<file path="config.mk">
export PLATFORM = sky130hd
export DESIGN_NAME = cmd_chain_walker
export DESIGN_NICKNAME = d
export VERILOG_FILES = /design/src/rtl/cbw_pkg.sv /design/src/rtl/cbw_seg_decode.sv /design/src/rtl/cbw_byteswap.sv /design/src/rtl/cbw_credit.sv /design/src/rtl/cmd_chain_walker.sv
export SDC_FILE = /design/constraint.sdc
export NUM_CORES = 1
export LEC_CHECK = 0
export CAP_MARGIN = 20
export CORE_AREA = 2 2 307 309
export CTS_BUF_LIST = sky130_fd_sc_hd__clkbuf_2 sky130_fd_sc_hd__clkbuf_4 sky130_fd_sc_hd__clkbuf_8
export DETAILED_ROUTE_END_ITERATION = 12
export DIE_AREA = 0 0 309 311
export DONT_BUFFER_PORTS = 1
export PLACE_DENSITY = 0.54
export SLEW_MARGIN = 20
export SYNTH_ARGS = -nofsm -noshare
export SYNTH_HDL_FRONTEND = slang
export SYNTH_SLANG_ARGS = --single-unit
</file>
<file path="constraint.sdc">
create_clock -name clk -period 3 [get_ports clk]
set_input_delay 0.6 -clock clk [delete_from_list [all_inputs] [get_ports clk]]
set_output_delay 0.6 -clock clk [all_outputs]
set_load 0.02 [all_outputs]
</file>
<file path="src/rtl/cbw_pkg.sv">
package cbw_pkg;
  localparam int WORD_W     = 64;
  localparam int INST_WORDS = 8;
  localparam int WSEL_W     = $clog2(INST_WORDS);

  typedef enum logic [2:0] {
    ST_IDLE,
    ST_INST_REQ,
    ST_INST_RSP,
    ST_LINK_REQ,
    ST_LINK_RSP
  } walk_state_e;
endpackage

</file>
<file path="src/rtl/cbw_seg_decode.sv">
module cbw_seg_decode #(
  parameter int SIZE_W = 13
) (
  input  logic [SIZE_W-1:0] seg_words,
  output logic [SIZE_W-4:0] insts_per_seg,
  output logic              cfg_bad
);
  localparam logic [SIZE_W-1:0] MIN_WORDS = SIZE_W'(9);

  always_comb begin
    insts_per_seg = seg_words[SIZE_W-1:3];
    cfg_bad       = (seg_words[2:0] != 3'b001) || (seg_words < MIN_WORDS);
  end
endmodule

</file>
<file path="src/rtl/cbw_byteswap.sv">
module cbw_byteswap #(
  parameter int WORD_W = 64
) (
  input  logic              en,
  input  logic [WORD_W-1:0] din,
  output logic [WORD_W-1:0] dout
);
  localparam int NBYTES = WORD_W / 8;

  logic [WORD_W-1:0] swapped;

  genvar b;
  generate
    for (b = 0; b < NBYTES; b++) begin : g_byte
      assign swapped[8*b +: 8] = din[8*(NBYTES-1-b) +: 8];
    end
  endgenerate

  assign dout = en ? swapped : din;
endmodule

</file>
<file path="src/rtl/cbw_credit.sv">
module cbw_credit #(
  parameter int CRED_W = 8
) (
  input  logic              clk,
  input  logic              rst_n,
  input  logic              add_valid,
  input  logic [CRED_W-1:0] add_cnt,
  input  logic              take,
  output logic              has_credit
);
  logic [CRED_W-1:0] cnt_q, cnt_d;
  logic              cnt_en;

  always_comb begin
    cnt_en = add_valid || take;
    cnt_d  = cnt_q + (add_valid ? add_cnt : '0) - CRED_W'(take);
  end

  always_ff @(posedge clk or negedge rst_n) begin
    if (!rst_n) begin
      cnt_q <= '0;
    end else if (cnt_en) begin
      cnt_q <= cnt_d;
    end
  end

  assign has_credit = (cnt_q != '0);
endmodule

</file>
<file path="src/rtl/cmd_chain_walker.sv">
module cmd_chain_walker
  import cbw_pkg::*;
#(
  parameter int ADDR_W   = 49,
  parameter int LINE_LSB = 6,
  parameter int SIZE_W   = 13,
  parameter int CRED_W   = 8,
  localparam int PTR_W   = ADDR_W - LINE_LSB,
  localparam int INST_W  = WORD_W * INST_WORDS
) (
  input  logic              clk,
  input  logic              rst_n,
  input  logic [SIZE_W-1:0] cfg_seg_words,
  input  logic              cfg_swap,
  input  logic              cfg_release,
  output logic              cfg_err,
  input  logic              load_valid,
  input  logic [PTR_W-1:0]  load_ptr,
  input  logic              dbell_valid,
  input  logic [CRED_W-1:0] dbell_cnt,
  input  logic              pull_req,
  output logic              rd_req_valid,
  input  logic              rd_req_ready,
  output logic [ADDR_W-1:0] rd_req_addr,
  input  logic              rd_rsp_valid,
  input  logic [WORD_W-1:0] rd_rsp_data,
  output logic              inst_valid,
  output logic [INST_W-1:0] inst_data,
  output logic              free_valid,
  output logic [PTR_W-1:0]  free_addr,
  output logic [PTR_W-1:0]  next_ptr
);
  localparam int IDX_W = SIZE_W - 3;

  walk_state_e state_q, state_d;
  logic [WSEL_W-1:0] wsel_q, wsel_d;
  logic [PTR_W-1:0]  ptr_q, ptr_d, base_q, base_d;
  logic [IDX_W-1:0]  idx_q, idx_d;
  logic [INST_WORDS-1:0][WORD_W-1:0] buf_q, buf_d;
  logic              ivld_q, ivld_d, fvld_q, fvld_d;
  logic [PTR_W-1:0]  faddr_q, faddr_d;

  logic [IDX_W-1:0]  insts_per_seg;
  logic              cfg_bad, has_credit, start;
  logic [WORD_W-1:0] rsp_word;

  cbw_seg_decode #(.SIZE_W(SIZE_W)) i_decode (
    .seg_words     (cfg_seg_words),
    .insts_per_seg (insts_per_seg),
    .cfg_bad       (cfg_bad)
  );

  cbw_byteswap #(.WORD_W(WORD_W)) i_swap (
    .en   (cfg_swap),
    .din  (rd_rsp_data),
    .dout (rsp_word)
  );

  cbw_credit #(.CRED_W(CRED_W)) i_credit (
    .clk        (clk),
    .rst_n      (rst_n),
    .add_valid  (dbell_valid),
    .add_cnt    (dbell_cnt),
    .take       (start),
    .has_credit (has_credit)
  );

  assign start = (state_q == ST_IDLE) && pull_req && has_credit &&
                 !cfg_bad && !load_valid;

  always_comb begin
    state_d = state_q;
    wsel_d  = wsel_q;
    ptr_d   = ptr_q;
    base_d  = base_q;
    idx_d   = idx_q;
    buf_d   = buf_q;
    ivld_d  = 1'b0;
    fvld_d  = 1'b0;
    faddr_d = faddr_q;
    unique case (state_q)
      ST_IDLE: begin
        if (load_valid) begin
          ptr_d  = load_ptr;
          base_d = load_ptr;
          idx_d  = '0;
        end else if (start) begin
          wsel_d  = '0;
          state_d = ST_INST_REQ;
        end
      end
      ST_INST_REQ: if (rd_req_ready) state_d = ST_INST_RSP;
      ST_INST_RSP: begin
        if (rd_rsp_valid) begin
          buf_d[wsel_q] = rsp_word;
          if (wsel_q == WSEL_W'(INST_WORDS - 1)) begin
            ivld_d = 1'b1;
            ptr_d  = ptr_q + 1'b1;
            idx_d  = idx_q + 1'b1;
            state_d = (IDX_W'(idx_q + 1'b1) == insts_per_seg) ? ST_LINK_REQ : ST_IDLE;
          end else begin
            wsel_d  = wsel_q + 1'b1;
            state_d = ST_INST_REQ;
          end
        end
      end
      ST_LINK_REQ: if (rd_req_ready) state_d = ST_LINK_RSP;
      ST_LINK_RSP: begin
        if (rd_rsp_valid) begin
          ptr_d   = rsp_word[ADDR_W-1:LINE_LSB];
          base_d  = rsp_word[ADDR_W-1:LINE_LSB];
          idx_d   = '0;
          fvld_d  = cfg_release;
          faddr_d = base_q;
          state_d = ST_IDLE;
        end
      end
      default: state_d = ST_IDLE;
    endcase
  end

  always_ff @(posedge clk or negedge rst_n) begin
    if (!rst_n) begin
      state_q <= ST_IDLE;
      wsel_q  <= '0;
      ptr_q   <= '0;
      base_q  <= '0;
      idx_q   <= '0;
      buf_q   <= '0;
      ivld_q  <= 1'b0;
      fvld_q  <= 1'b0;
      faddr_q <= '0;
    end else begin
      state_q <= state_d;
      wsel_q  <= wsel_d;
      ptr_q   <= ptr_d;
      base_q  <= base_d;
      idx_q   <= idx_d;
      ivld_q  <= ivld_d;
      fvld_q  <= fvld_d;
      faddr_q <= faddr_d;
      if (state_q == ST_INST_RSP && rd_rsp_valid) buf_q <= buf_d;
    end
  end

  always_comb begin
    rd_req_valid = (state_q == ST_INST_REQ) || (state_q == ST_LINK_REQ);
    if (state_q == ST_INST_REQ)
      rd_req_addr = {ptr_q, LINE_LSB'({wsel_q, 3'b000})};
    else
      rd_req_addr = {ptr_q, {LINE_LSB{1'b0}}};
  end

  assign cfg_err    = cfg_bad;
  assign inst_valid = ivld_q;
  assign inst_data  = buf_q;
  assign free_valid = fvld_q;
  assign free_addr  = faddr_q;
  assign next_ptr   = ptr_q;
endmodule

</file>
== Word-level counts from Yosys, hierarchy flattened ==
Cells that the tools add are included.

* Register bits after elaboration: 667
* Bits in latches: 0
* RAM bits: 0
* Bits in read-only memories: 0
* Output and inout bits: 651
* Memories: 0

* Add/subtract/negate cells: 5
* Multiply operators: 0
* Divide/modulo/power cells: 0
* Order comparisons: 3
* Equality and inequality tests: 16
* Shift-type cells: 0
* Muxes and demuxes: 36
* Bitwise operators: 0
* Reductions and logical operators: 22

{| class="wikitable"
|+ Operator list
! cell !! count
|-
| $bwmux 512 || 1
|-
| $demux 64 s3 || 1
|-
| $mux 43 || 4
|-
| $pmux 43 s3 || 1
|-
| $mux 64 || 2
|-
| $pmux 43 s2 || 1
|-
| $add 43x1->43 const B || 1
|-
| $mux 10 || 4
|-
| $mux 3 || 10
|-
| $pmux 10 s3 || 1
|-
| $ne 2x2->1 const B || 8
|-
| $pmux 3 s5 || 1
|-
| $lt 13x4->1 const B || 1
|-
| $add 10x1->10 const B || 1
|-
| $eq 10x10->1 || 1
|-
| $reduce_and 5->1 || 2
|-
| $add 8x8->8 || 1
|-
| $mux 8 || 1
|-
| $reduce_bool 8->1 || 1
|-
| $sub 8x1->8 || 1
|-
| $eq 3x2->1 const B || 2
|-
| $eq 3x3->1 const B || 2
|-
| $logic_and 1x1->1 || 6
|-
| $mux 6 || 1
|-
| 17 further kinds || 27
|}

== Longest topological paths before layout ==
* Word-level depth: 8
* Depth in mapped cells: 13
* Depth with buffers taken out: 12

== By module ==
A second synthesis with hierarchy kept.

* Cells, all modules: 2097
* Area, all modules: 28786.4 um2

{| class="wikitable"
|+ By module, submodules not included
! module !! times used !! cells an instance !! area an instance (um2) !! seq. area each (um2)
|-
| cmd_chain_walker || 1 || 1906 || 26761.9 || 16490.8
|-
| cbw_byteswap || 1 || 71 || 1077.3 || 0.0
|-
| cbw_credit || 1 || 105 || 838.3 || 200.2
|-
| cbw_seg_decode || 1 || 15 || 108.9 || 0.0
|}

== Worst setup path after synthesis ==
No wires, ideal clock.

* Kind: input to register
* Start point: in cfg_seg_words[5]
* End point: reg i_credit.cnt_q[7]
* Data arrival time: 3590 ps
* Slack: -669 ps
* Stages on the path: 12
* Cells stage by stage: or4_1 -> o41ai_2 -> a211oi_1 -> ha_1 -> inv_1 -> ha_1 -> a21oi_1 -> o211ai_1 -> o41ai_1 -> xor2_1 -> mux2i_1 -> xor2_1

* Cells in the longest elaborated chain, start to end: 6
* Elaborated cells between the ends (all ways): 7
* Classes of those cells: 1 x add/sub; 1 x order compare; 5 x reduce/logical

{| class="wikitable"
|+ Ends and longest elaborated chain
! item !! line !! source
|-
| start: declaration || cmd_chain_walker.sv:13 || <nowiki>input logic [SIZE_W-1:0] cfg_seg_words,</nowiki>
|-
| $lt 13x4->1 * || cbw_seg_decode.sv:12 || <nowiki>cfg_bad = (seg_words[2:0] != 3'b001) || (seg_words < MIN_WORDS);</nowiki>
|-
| $logic_or 1x1->1 * || cbw_seg_decode.sv:12 ||
|-
| via cfg_err || cmd_chain_walker.sv:16 || <nowiki>output logic cfg_err,</nowiki>
|-
| $logic_not 1->1 * || cmd_chain_walker.sv:69 || <nowiki>!cfg_bad && !load_valid;</nowiki>
|-
| $logic_and 1x1->1 * || cmd_chain_walker.sv:68 || <nowiki>assign start = (state_q == ST_IDLE) && pull_req && has_credit &&</nowiki>
|-
| $logic_and 1x1->1 * || cmd_chain_walker.sv:69 ||
|-
| $sub 8x1->8 / $logic_or 1x1->1 (equally long branches) || cbw_credit.sv:16, cbw_credit.sv:15 ||
|-
| end signal: assignment || cbw_credit.sv:23 || <nowiki>cnt_q <= cnt_d;</nowiki>
|-
| end: declaration || cbw_credit.sv:11 || <nowiki>logic [CRED_W-1:0] cnt_q, cnt_d;</nowiki>
|}

Mark *: on every way through the listed nets, which the timed path passes. The rest lies on a longest branch.
A chain may end at the register's enable or synchronous reset.

== Worst setup path in the final report ==
* Start point: reg state_q[2]
* End point: out rd_req_addr[3]

* Cells in the longest elaborated chain, start to end: 2

{| class="wikitable"
|+ Ends and longest elaborated chain
! item !! line !! source
|-
| start: declaration || cmd_chain_walker.sv:35 || <nowiki>walk_state_e state_q, state_d;</nowiki>
|-
| start signal: assignment || cmd_chain_walker.sv:134 || <nowiki>state_q <= state_d;</nowiki>
|-
| $eq 3x1->1 || cmd_chain_walker.sv:148 || <nowiki>if (state_q == ST_INST_REQ)</nowiki>
|-
| $mux 6 || cmd_chain_walker.sv:148 ||
|-
| end: declaration || cmd_chain_walker.sv:24 || <nowiki>output logic [ADDR_W-1:0] rd_req_addr,</nowiki>
|}

Every way passes these cells.

==> impl_results.md <==
- Outcome: complete, no violations
- Area leader, netlist: dfrtp_1
- Vias: slightly above 20k
- Int Power: 20.1 mW
- Leak Pwr: 14.9 nW
- CTS tree: built
- Layout cells sized above 1: 16.8%
- I/O pin count: 788
- Syn Inst Count: 2,672
- Post-route ant nets: 0
- Endpoints failing setup: 0
- Post-layout min period: ~2.8 ns
- Net Sw Power: 14.7 mW
- Detail Placement HPWL: 76,700 µm
- CTS sink count: 667
- Largest net degree at the start of global routing: 668
- Max-Cap Viols: 0
- Pwr Total: 34.8 mW
- Yosys Warn Count: 0
- Tot GR Track Use: 21.9%
- Post-synthesis cell area: 27,100 µm²
- Fin Setup TNS: 0 ns
- Avg Cell Area, Syn: approximately 10 µm²
- Slew Viols, Final: 0
- Area share of the largest cell type after synthesis: 61.6%
- Peak supply drop: 0.475 mV
- Switching part of the total: 42.2%
- Drt via density: 4.97
- Syn-to-layout area delta: 19.4%
- Global-route wire length before repair: around 150,000 µm
- DRT Pass-1 Iters: 5
- Initial antenna violation count: 7
- H-tree depth: 3
- Final Skew: 0.0440 ns
- Met2 WL: 51,400 µm
- Worst Setup End Kind: primary output
- HP Class: in2reg
- GP Congestion: 0.850
- PortBufs: 0
- Synth area leaders: dfrtp_1, a21oi_1, nor2_1
- Setup ws final: 0.236 ns
- Cell count after placement: slightly below 4k
- Final instance area: 32,400 µm²
- DRC: 0
- Gr ovfl total: 0
- Worst path required time: about 2.4 ns
- Hold WS: 0.102 ns
- Cell variety after synth: 63
- Pre-CTS WS: -0.490 ns
- Clock power frac: 26.9%
- Comb power frac: 22.1%
- Sequential Power Share: 51.0%
- DR WL met3: 10,500 µm
- Row Count: between 100 and 150
- Core Region: 92,800 µm²
- Initial core utilization: 29.2%
- Clock buffer depth: 3
- Layout Utilization: between 30% and 40%
- Fin. Hold Viols: 0
- Slew margin rel.: between 20% and 30%
- Period utilisation layout: around 90%
- DR WL/cell: 26.1 µm
- Vias in the first global route: 20.1k
- Prevailing post-synth register cell: dfrtp_1
- Chip Height: 311 µm
- Worst slew pin tran: 1.11 ns
- Flops & latches, synth: between 600 and 700
- CP Launch Type: flip-flop
- Top Layer Used: met5
- Total Wirelength: between 100,000 and 150,000 µm
- Post-synthesis async set-or-reset flop share: 100%
- Clock root buffer: clkbuf_8
- Fillers: 9,470
- Number of synthesized flops with an enable pin: 0
- DR iter-0 viols: 1,670
- Crit path kind: reg2out
- CP Data Arrival Time: 2.16 ns
- Max frequency: approximately 0.36 GHz
- Clock insertion delay at the later pin of the skew report: 0.79 ns
- Final net count: between 2k and 3k
- Finished Layout Cells: 4,109
- Total CTS buffers: 115
- Critical path fanouts, max: 9
- Full die area: 96,100 µm²
- Post-DP Area: 29,300 µm²
- Clock Pin Slew Worst Setup and Hold Paths: 0.06 ns
- WL met1: 41,600 µm
- Seq/Total Area, Yosys: 61.6%
- Die width: 309 µm
- RSZ-0062 raised after global routing: no
- Pwr dens: 1080 nW/µm²
## layout by cell type, fill, tap and decap left out, types with 5 or more instances in the layout
master,netlist,layout
and4_1,7,6
clkbuf_4,0,43
mux2_2,48,48
nand2_1,224,221
o21ai_0,242,241
nor4_1,9,6
nand4_1,7,7
xnor2_1,11,11
and3_1,13,13
mux2i_4,0,6
mux2i_1,69,38
mux2i_2,0,25
o22ai_1,7,7
nor2_1,458,455
nor3_1,14,12
inv_1,36,34
nand3_1,22,21
o31a_1,7,7
buf_12,0,15
a22o_1,19,19
a21o_1,6,6
buf_16,0,5
clkinv_2,0,8
bufinv_16,0,5
a21oi_1,463,461
ha_1,18,16
a31oi_1,16,16
xor2_1,7,7
dfrtp_1,667,667
clkbuf_8,0,144
buf_4,48,138
dlygate4sd3_1,0,32
and2_1,7,7
a221oi_1,6,6
o31ai_1,5,5
## kinds of logic (layout without fill, tap and decap cells)
family / after synthesis / count (layout) / share of synthesized area, %
other cells: 1 / 6 / 0.0138
simple gates: 786 / 786 / 12.0
buf+inv: 258 / 436 / 4.42
flops: 667 / 667 / 61.6
fa+ha+maj: 19 / 19 / 0.905
mux: 117 / 117 / 4.54
xor+xnor: 18 / 18 / 0.582
compound gates: 806 / 806 / 16.0
## per-layer routing
| metal | global-route usage (%) | vias up |
|---|---|---|
| li1 | - | 9287 |
| met1 | 26.1 | 10100 |
| met5 | 0 | - |
| met2 | 35.6 | 909 |
| met3 | 8.07 | 171 |
| met4 | 8.51 | 2 |
## flip-flops by register name, summed over array words and instances, names as in the netlist, 3 cells and up
signal	flops
next_ptr	43
free_addr	43
wsel_q	3
base_q	43
inst_data	512
state_q	3
idx_q	10
i_credit.cnt_q	8
## Yosys cell counts, types with 3 or more instances
library cell / count
a221oi_1: 6
and4_1: 7
nand2_1: 224
nor3_1: 14
nand3_1: 22
xnor2_1: 11
buf_2: 39
o2bb2ai_1: 4
mux2_2: 48
nand4_1: 7
a21o_1: 6
o21ai_0: 242
nor4_1: 9
o31a_1: 7
a31oi_1: 16
o31ai_1: 5
ha_1: 18
o21bai_1: 3
buf_1: 8
clkbuf_1: 127
o41ai_1: 3
o22ai_1: 7
buf_4: 48
nand2b_1: 4
or3_1: 3
dfrtp_1: 667
mux2i_1: 69
and3_1: 13
and2_1: 7
nor3b_1: 3
a41oi_1: 4
xor2_1: 7
nor2_1: 458
a211oi_1: 5
inv_1: 36
a22o_1: 19
a21oi_1: 463
## power by group through the flow
stage                     clock network, mW  registers, mW  logic (mW)
final                                  9.37           17.8        7.68
after CTS                              9.58           17.8        7.53
after global routing                   10.0           18.0        8.62
after detailed placement                  0           17.9        7.49
after global placement                    0           17.9        7.28
after floorplan                           0           17.0        5.31
## area by class of cell
class / count / area [µm²] / area share, %
antenna: 3 / 7.51 / 0.0232
clock buffer: 187 / 2300 / 7.12
clock inverter: 23 / 329 / 1.02
inverter: 36 / 135 / 0.417
multi-input combinational: 1749 / 9540 / 29.5
sequential: 667 / 16700 / 51.6
tap: 1254 / 1570 / 4.85
timing repair buffer: 190 / 1790 / 5.54
## timing repair
item | in CTS | in global routing
resized for setup | 0 | 1
endpoints found under the setup margin | 0 | 1
hold buffers | 31 | 2
hold endpoints to repair | 706 | 351
buffers inserted | 0 | 0
## path summary, 6_finish.rpt
check	depth (start not counted)	end	slack [ns]	startpoint
worst min-delay path	2	base_q[32]	0.10	load_ptr[32]
min in group asynchronous	2	i_credit.cnt_q[7]	0.35	rst_n
max in group asynchronous	4	inst_data[382]	0.71	rst_n
worst max register to register	12	i_credit.cnt_q[7]	0.30	state_q[0]
worst min register to register	1	i_credit.cnt_q[7]	0.47	i_credit.cnt_q[7]
worst max-delay path	4	rd_req_addr[3]	0.24	state_q[2]
## worst max-delay path, cell delays in order (launching register included)
cell and delay, ns:
dfrtp_1 0.39, buf_4 0.18, nand2b_1 0.24, nor3b_1 0.33, buf_4 0.23
Note: power is estimated with default switching activity, not from simulation.
